File: config.mk
export PLATFORM = sky130hd
export DESIGN_NAME = dbg_trig_seq
export DESIGN_NICKNAME = d
export VERILOG_FILES = /design/src/rtl/dbg_trig_seq_pkg.sv /design/src/rtl/dbg_trig_seq_regs.sv /design/src/rtl/dbg_trig_seq_srcsel.sv /design/src/rtl/dbg_trig_seq_pend.sv /design/src/rtl/dbg_trig_seq.sv
export SDC_FILE = /design/constraint.sdc
export NUM_CORES = 1
export LEC_CHECK = 0
export BUFFER_PORTS_ARGS = -buffer_cell sky130_fd_sc_hd__buf_2
export CAP_MARGIN = 10
export CORE_ASPECT_RATIO = 1.5
export CORE_MARGIN = 1
export CORE_UTILIZATION = 53
export CTS_CLUSTER_DIAMETER = 50
export DETAILED_ROUTE_END_ITERATION = 10
export PLACE_DENSITY = 0.84
export SETUP_SLACK_MARGIN = 0.15
export SYNTH_ARGS = -nofsm -noshare
export SYNTH_HDL_FRONTEND = slang
export SYNTH_HIERARCHICAL = 1
export SYNTH_SLANG_ARGS = --single-unit
File: constraint.sdc
create_clock -name clk -period 2.78 [get_ports clk]
set_input_delay 0.139 -clock clk [delete_from_list [all_inputs] [get_ports clk]]
set_output_delay 0.139 -clock clk [all_outputs]
set_load 0.01 [all_outputs]
File: src/rtl/dbg_trig_seq_pkg.sv
package dbg_trig_seq_pkg;

    localparam int SEQ_NSTATE = 4;
    localparam int ADDR_W     = $clog2(SEQ_NSTATE);
    localparam int CTL_W      = 5;

    // control register bit positions
    localparam int CTL_ARM  = 0;
    localparam int CTL_TRIG = 1;
    localparam int CTL_CPU  = 2;
    localparam int CTL_SWI  = 3;
    localparam int CTL_COP  = 4;

    localparam logic [ADDR_W-1:0] ADDR_CTL = '0;

    typedef enum logic [ADDR_W-1:0] {
        SEQ_S1    = 2'd0,
        SEQ_S2    = 2'd1,
        SEQ_S3    = 2'd2,
        SEQ_FINAL = 2'd3
    } seq_state_e;

    typedef enum logic {
        PEND_FORCE = 1'b0,
        PEND_TAG   = 1'b1
    } pend_kind_e;

endpackage

File: src/rtl/dbg_trig_seq_regs.sv
module dbg_trig_seq_regs
    import dbg_trig_seq_pkg::*;
#(
    parameter int SRC_W = 3,
    parameter int REG_W = 5
) (
    input  logic                                clk,
    input  logic                                rst_n,
    input  logic                                reg_we,
    input  logic [ADDR_W-1:0]                   reg_addr,
    input  logic [REG_W-1:0]                    reg_wdata,
    output logic [SEQ_NSTATE-1:0][SRC_W-1:0]    slot_src,
    output logic [SEQ_NSTATE-1:0]               slot_tagged,
    output logic                                cpu_en_nx,
    output logic                                swi_nx,
    output logic                                cop_en_nx,
    output logic                                arm_wr,
    output logic                                disarm_wr,
    output logic                                trig_wr
);

    logic ctl_wr;
    logic cpu_en_q, swi_q, cop_en_q;

    assign ctl_wr    = reg_we && (reg_addr == ADDR_CTL);
    assign trig_wr   = ctl_wr && reg_wdata[CTL_TRIG];
    assign arm_wr    = ctl_wr && reg_wdata[CTL_ARM];
    assign disarm_wr = ctl_wr && !reg_wdata[CTL_ARM];

    // values in force after this edge (a write applies immediately)
    assign cpu_en_nx = ctl_wr ? reg_wdata[CTL_CPU] : cpu_en_q;
    assign swi_nx    = ctl_wr ? reg_wdata[CTL_SWI] : swi_q;
    assign cop_en_nx = ctl_wr ? reg_wdata[CTL_COP] : cop_en_q;

    always_ff @(posedge clk) begin
        if (!rst_n) begin
            cpu_en_q <= 1'b0;
            swi_q    <= 1'b0;
            cop_en_q <= 1'b0;
        end else begin
            cpu_en_q <= cpu_en_nx;
            swi_q    <= swi_nx;
            cop_en_q <= cop_en_nx;
        end
    end

    for (genvar g = 0; g < SEQ_NSTATE; g++) begin : g_slot
        if (g < SEQ_NSTATE - 1) begin : g_cfg
            logic [SRC_W-1:0] src_q;
            logic             tag_q;
            always_ff @(posedge clk) begin
                if (!rst_n) begin
                    src_q <= '1;
                    tag_q <= 1'b0;
                end else if (reg_we && reg_addr == ADDR_W'(g + 1)) begin
                    src_q <= reg_wdata[SRC_W-1:0];
                    tag_q <= reg_wdata[SRC_W];
                end
            end
            assign slot_src[g]    = src_q;
            assign slot_tagged[g] = tag_q;
        end else begin : g_final
            // final state has no transition: selects nothing
            assign slot_src[g]    = '1;
            assign slot_tagged[g] = 1'b0;
        end
    end

endmodule

File: src/rtl/dbg_trig_seq_srcsel.sv
module dbg_trig_seq_srcsel #(
    parameter int NUM_CMP = 4,
    parameter int SRC_W   = 3
) (
    input  logic [NUM_CMP-1:0] cmp_hit,
    input  logic               ext_tag_req,
    input  logic               cop_brk_req,
    input  logic [SRC_W-1:0]   sel,
    output logic               hit
);

    localparam int NPAD = 1 << SRC_W;

    logic [NPAD-1:0] padded;

    // codes: 0..NUM_CMP-1 comparators, NUM_CMP external tag,
    // NUM_CMP+1 coprocessor request, the rest select nothing
    assign padded = NPAD'({cop_brk_req, ext_tag_req, cmp_hit});
    assign hit    = padded[sel];

endmodule

File: src/rtl/dbg_trig_seq_pend.sv
module dbg_trig_seq_pend
    import dbg_trig_seq_pkg::*;
(
    input  logic clk,
    input  logic rst_n,
    input  logic clr,
    input  logic cap,
    input  logic cap_tagged,
    input  logic boundary_stb,
    input  logic tag_hit_stb,
    output logic busy,
    output logic fire
);

    pend_kind_e kind_q;
    logic       busy_q;

    assign busy = busy_q;
    assign fire = busy_q && ((kind_q == PEND_TAG) ? tag_hit_stb : boundary_stb);

    always_ff @(posedge clk) begin
        if (!rst_n) begin
            busy_q <= 1'b0;
            kind_q <= PEND_FORCE;
        end else if (clr || fire) begin
            busy_q <= 1'b0;
        end else if (cap && !busy_q) begin
            busy_q <= 1'b1;
            kind_q <= cap_tagged ? PEND_TAG : PEND_FORCE;
        end
    end

endmodule

File: src/rtl/dbg_trig_seq.sv
module dbg_trig_seq
    import dbg_trig_seq_pkg::*;
#(
    parameter int NUM_CMP = 4,
    localparam int SRC_W  = $clog2(NUM_CMP + 3),
    localparam int REG_W  = (SRC_W + 1 > CTL_W) ? SRC_W + 1 : CTL_W
) (
    input  logic               clk,
    input  logic               rst_n,
    input  logic               reg_we,
    input  logic [ADDR_W-1:0]  reg_addr,
    input  logic [REG_W-1:0]   reg_wdata,
    input  logic [NUM_CMP-1:0] cmp_hit,
    input  logic               ext_tag_req,
    input  logic               cop_brk_req,
    input  logic               boundary_stb,
    input  logic               tag_hit_stb,
    output logic [ADDR_W-1:0]  seq_state,
    output logic               seq_armed,
    output logic               trace_trig,
    output logic               brk_halt,
    output logic               brk_swi,
    output logic               brk_cop
);

    seq_state_e state_q, state_d;
    logic       armed_q, armed_d;
    logic       go_final;

    logic [SEQ_NSTATE-1:0][SRC_W-1:0] slot_src;
    logic [SEQ_NSTATE-1:0]            slot_tagged;
    logic cpu_en_nx, swi_nx, cop_en_nx;
    logic arm_wr, disarm_wr, trig_wr;
    logic [ADDR_W-1:0] st_idx;
    logic active, src_hit, pend_busy, pend_fire, advance;

    dbg_trig_seq_regs #(.SRC_W(SRC_W), .REG_W(REG_W)) regs_i (
        .clk         (clk),
        .rst_n       (rst_n),
        .reg_we      (reg_we),
        .reg_addr    (reg_addr),
        .reg_wdata   (reg_wdata),
        .slot_src    (slot_src),
        .slot_tagged (slot_tagged),
        .cpu_en_nx   (cpu_en_nx),
        .swi_nx      (swi_nx),
        .cop_en_nx   (cop_en_nx),
        .arm_wr      (arm_wr),
        .disarm_wr   (disarm_wr),
        .trig_wr     (trig_wr)
    );

    assign st_idx = state_q;
    assign active = armed_q && (state_q != SEQ_FINAL);

    dbg_trig_seq_srcsel #(.NUM_CMP(NUM_CMP), .SRC_W(SRC_W)) srcsel_i (
        .cmp_hit     (cmp_hit),
        .ext_tag_req (ext_tag_req),
        .cop_brk_req (cop_brk_req),
        .sel         (slot_src[st_idx]),
        .hit         (src_hit)
    );

    dbg_trig_seq_pend pend_i (
        .clk          (clk),
        .rst_n        (rst_n),
        .clr          (arm_wr || disarm_wr || trig_wr),
        .cap          (active && src_hit),
        .cap_tagged   (slot_tagged[st_idx]),
        .boundary_stb (boundary_stb),
        .tag_hit_stb  (tag_hit_stb),
        .busy         (pend_busy),
        .fire         (pend_fire)
    );

    assign advance = active && pend_busy && pend_fire;

    // next-state logic: FORCE > ARM > ADVANCE
    always_comb begin
        state_d  = state_q;
        armed_d  = armed_q;
        go_final = 1'b0;
        if (trig_wr) begin
            state_d  = SEQ_FINAL;
            go_final = 1'b1;
        end else if (arm_wr) begin
            state_d = SEQ_S1;
            armed_d = 1'b1;
        end else if (disarm_wr) begin
            armed_d = 1'b0;
        end else if (advance) begin
            unique case (state_q)
                SEQ_S1:    state_d = SEQ_S2;
                SEQ_S2:    state_d = SEQ_S3;
                SEQ_S3: begin
                    state_d  = SEQ_FINAL;
                    go_final = 1'b1;
                end
                SEQ_FINAL: state_d = SEQ_FINAL;
            endcase
        end
        if (go_final) armed_d = 1'b0;
    end

    // state register
    always_ff @(posedge clk) begin
        if (!rst_n) begin
            state_q <= SEQ_S1;
            armed_q <= 1'b0;
        end else begin
            state_q <= state_d;
            armed_q <= armed_d;
        end
    end

    // outputs
    always_ff @(posedge clk) begin
        if (!rst_n) begin
            trace_trig <= 1'b0;
            brk_halt   <= 1'b0;
            brk_swi    <= 1'b0;
            brk_cop    <= 1'b0;
        end else begin
            trace_trig <= go_final;
            brk_halt   <= go_final && cpu_en_nx && !swi_nx;
            brk_swi    <= go_final && cpu_en_nx && swi_nx;
            brk_cop    <= go_final && cop_en_nx;
        end
    end

    assign seq_state = state_q;
    assign seq_armed = armed_q;

endmodule

==> flow_metrics.py <==
metrics = {
    "cells_and_area": {
        "area_growth_pct": 9.52,
        "largest_reg_flops": 9,
        "post-route-util_pct": 61.8,
        "drive_above_1_share_pct": 26.8,
        "stdcell_count": 165,
        "finalInstanceArea_mm2": 0.00140,
        "regMostFlops": "regs_i/g_slot.g_cfg.src_q",
        "n_antenna_cell": 0,
        "fin_nets": 161,
        "fillers": 190,
    },
    "logic_synthesis": {
        "syn-cell-area_mm2": 0.00127,
        "synth_top_area_share_pct": 37.7,
        "syn_inst": 122,
        "yosys.cell_types.count": 35,
        "synthMuxAreaShare_pct": 26.8,
        "synth_compound_area_share_pct": 5.40,
        "syn_avg_cell_area_um2": 10.5,
        "yosys.area.top_type": "dfxtp_1",
        "synth_seq_cells": 24,
        "synth_top_family_by_area": "multiplexers",
        "synth-xor-area-share_pct": 0,
        "synth_area_leaders": "dfxtp_1, mux2i_1, mux4_1",
        "yosys.area_share.simple_pct": 22.2,
        "synthAdderAreaFrac_pct": 0,
        "yosysWarnings": 6,
        "seq_area_frac_synth_pct": 37.7,
    },
    "die": {
        "num_io_pins": 25,
        "die_w_um": 42.0,
        "die_h_um": 62.1,
        "row_count": 21,
        "die_area_mm2": 0.00261,
        "coreArea_mm2": 0.00226,
        "initial_core_util_pct": 56.4,
    },
    "sta": {
        "rsz0062_at_grt": "false",
        "post-route-period-util_pct": 79.7,
        "skew_ns": 0.00931,
        "finalCriticalPeriod_ns": 2.21,
        "whs_ns": 0.100,
        "finalHoldViolCount": 0,
        "finalSetupViolCount": 0,
        "fin_tns_setup_ns": 0,
        "fmax_mhz": 452,
        "slew_viol_final": 0,
        "fin_ws_ns": 0.566,
    },
    "global_routing": {
        "grt_pass1_vias": 875,
        "grt-ovfl-total": 0,
        "antenna_found_initial": 0,
        "track_usage_pct": 19.1,
        "grt_max_degree": 29,
        "grt_pass1_wl_um": 3750,
    },
    "setup_path": {
        "r2r_start": "seq_state[0]",
        "reg2reg_slack_ns": 0.57,
        "cp_slowest_stage_delay_ns": 0.60,
        "reg2regPathDepth": 8,
        "worstPathRequired_ns": 3.02,
        "crit_fanout": 10,
        "worst_setup_path_end_kind": "register",
        "crit_type": "register to register",
        "setup.worst_path.start_class": "register",
        "path_cells": "buf_4 -> mux4_1 -> mux4_2 -> o2bb2ai_1 -> nand2_1 -> a21oi_1 -> nor3b_2 -> mux2i_1",
        "crit_slowest_cell": "mux4_1",
        "arrival_ns": 2.45,
        "r2r_end": "pend_i/kind_q",
    },
    "clocking": {
        "post-cts-setup-buffer-count": 0,
        "cts_resized": 0,
        "root_buffer": "clkbuf_4",
        "insertion_delay_ns": 0.31,
        "ctsHoldBuffers": 0,
        "clock_path_buffers": 2,
        "cts_buffers": 3,
        "clk_pin_slew_worst_paths_ns": 0.13,
        "tritoncts": "yes",
        "h-tree-depth": 1,
        "cts.sinks": 24,
    },
    "placement": {
        "dp.cells": 161,
        "place_ws_ns": 0.614,
        "hpwl_um": 1770,
        "portBuffers": 24,
        "postPlaceCellArea_mm2": 0.00136,
        "place.gp.congestion": 0.865,
    },
    "power": {
        "p_per_area_mw_per_mm2": 435,
        "p_leak_nw": 0.645,
        "peakVddDrop_mv": 0.358,
        "fin_total_pwr_mw": 0.608,
    },
    "route": {
        "post_drt_wl_per_cell_um": 13.6,
        "initialDrtViolationCount": 13,
        "detail_route.first_pass.iterations": 4,
        "drc_errors": 0,
        "via_per_inst": 5.58,
        "ant_nets": 0,
        "routed_wl_um": 2240,
        "vias": 920,
    },
    "job": {
        "drv_cap": 0,
    },
    "hold_path": {
        "min_path_type": "input port to register",
        "whs_endpoint": "regs_i/cpu_en_q",
        "holdPathStages": 3,
        "min_from": "reg_wdata[2]",
    },
    "status": {
        "status": "completed",
    },
}
-- critical path: cells and delay by family (launching register included) --
kind                   cells  cell delay (ns)
multiplexers               3             1.04
buffers and inverters      1             0.19
AND/OR/NAND/NOR            2             0.28
flip-flops                 1             0.39
AO/OA/AOI/OAI              2             0.26
-- layer usage --
layer / global-route usage [%] / part of all wire [%]
met5: 0 / 0
met4: 8.04 / 0.94
met3: 2.60 / 2.1
met2: 37.3 / 55
met1: 21.1 / 42
-- layout by cell type (no fill, tap or decap), types with 2 or more instances in the layout --
cell type  synthesis  final
dfxtp_1           24     24
buf_2              0     24
mux2i_1           18     18
nor2b_1           14     14
nand2_1           12     12
mux4_1             4      4
inv_1              4      4
conb_1             2      4
nor2_1             3      3
clkbuf_4           0      3
mux2_2             3      3
o21ai_0            2      2
a211oi_1           2      2
and2_1             2      2
nand3b_1           2      2
-- power by group --
part	total [mW]	internal [mW]	switching (mW)	leakage (nW)
sequential	0.359	0.353	0.00601	0.195
clock	0.176	0.0799	0.0966	0.0210
combinational	0.0717	0.0370	0.0347	0.429
total	0.608	0.470	0.137	0.645
-- synth_stat cells --
| library cell | instances |
|---|---|
| o2bb2ai_1 | 1 |
| mux2_2 | 3 |
| nor2_1 | 3 |
| clkbuf_1 | 2 |
| nor3_1 | 1 |
| nand3b_1 | 2 |
| dfxtp_1 | 24 |
| buf_6 | 1 |
| nor3b_2 | 1 |
| and4b_2 | 1 |
| a311oi_1 | 1 |
| a211oi_1 | 2 |
| mux4_1 | 4 |
| o21ai_0 | 2 |
| nand2b_1 | 1 |
| nand3_1 | 1 |
| buf_4 | 8 |
| mux4_2 | 1 |
| a22o_2 | 1 |
| nor2b_1 | 14 |
| nor4bb_1 | 1 |
| inv_1 | 4 |
| a21oi_1 | 1 |
| and2_1 | 2 |
| nor3b_1 | 1 |
| nand2_1 | 12 |
| and3_1 | 1 |
| and3b_1 | 1 |
| mux2i_1 | 18 |
| and2_2 | 1 |
| or2_1 | 1 |
| or3_1 | 1 |
| nor3b_4 | 1 |
| o2111a_1 | 1 |
| conb_1 | 2 |
-- layout make-up --
| cell class | count | area, µm² | share of cell area, % |
|---|---|---|---|
| inverters | 4 | 15.0 | 1.08 |
| multi-input cells | 85 | 708 | 50.7 |
| repair buffers | 25 | 128 | 9.14 |
| well taps | 23 | 28.8 | 2.06 |
| clock buffers | 4 | 36.3 | 2.60 |
| flip-flops and latches | 24 | 480 | 34.4 |
-- worst max-delay path by stage --
stage	slack, ns	depth (start not counted)	endpoint	startpoint
floorplan	0.57	8	pend_i/busy	seq_state[0]
finish	0.57	8	pend_i/kind_q	seq_state[0]
CTS	0.57	8	pend_i/kind_q	seq_state[0]
detailed placement	0.61	8	pend_i/kind_q	seq_state[0]
global route	0.40	8	pend_i/kind_q	seq_state[0]
global placement	0.71	7	pend_i/busy	seq_state[0]
-- logic make-up after synthesis --
| group | Yosys count |
|---|---|
| AND/OR/NAND/NOR | 46 |
| multiplexers | 26 |
| flip-flops | 24 |
| buffers and inverters | 15 |
| AO/OA/AOI/OAI | 9 |
| other | 2 |
(Power assumes the default switching activity.)
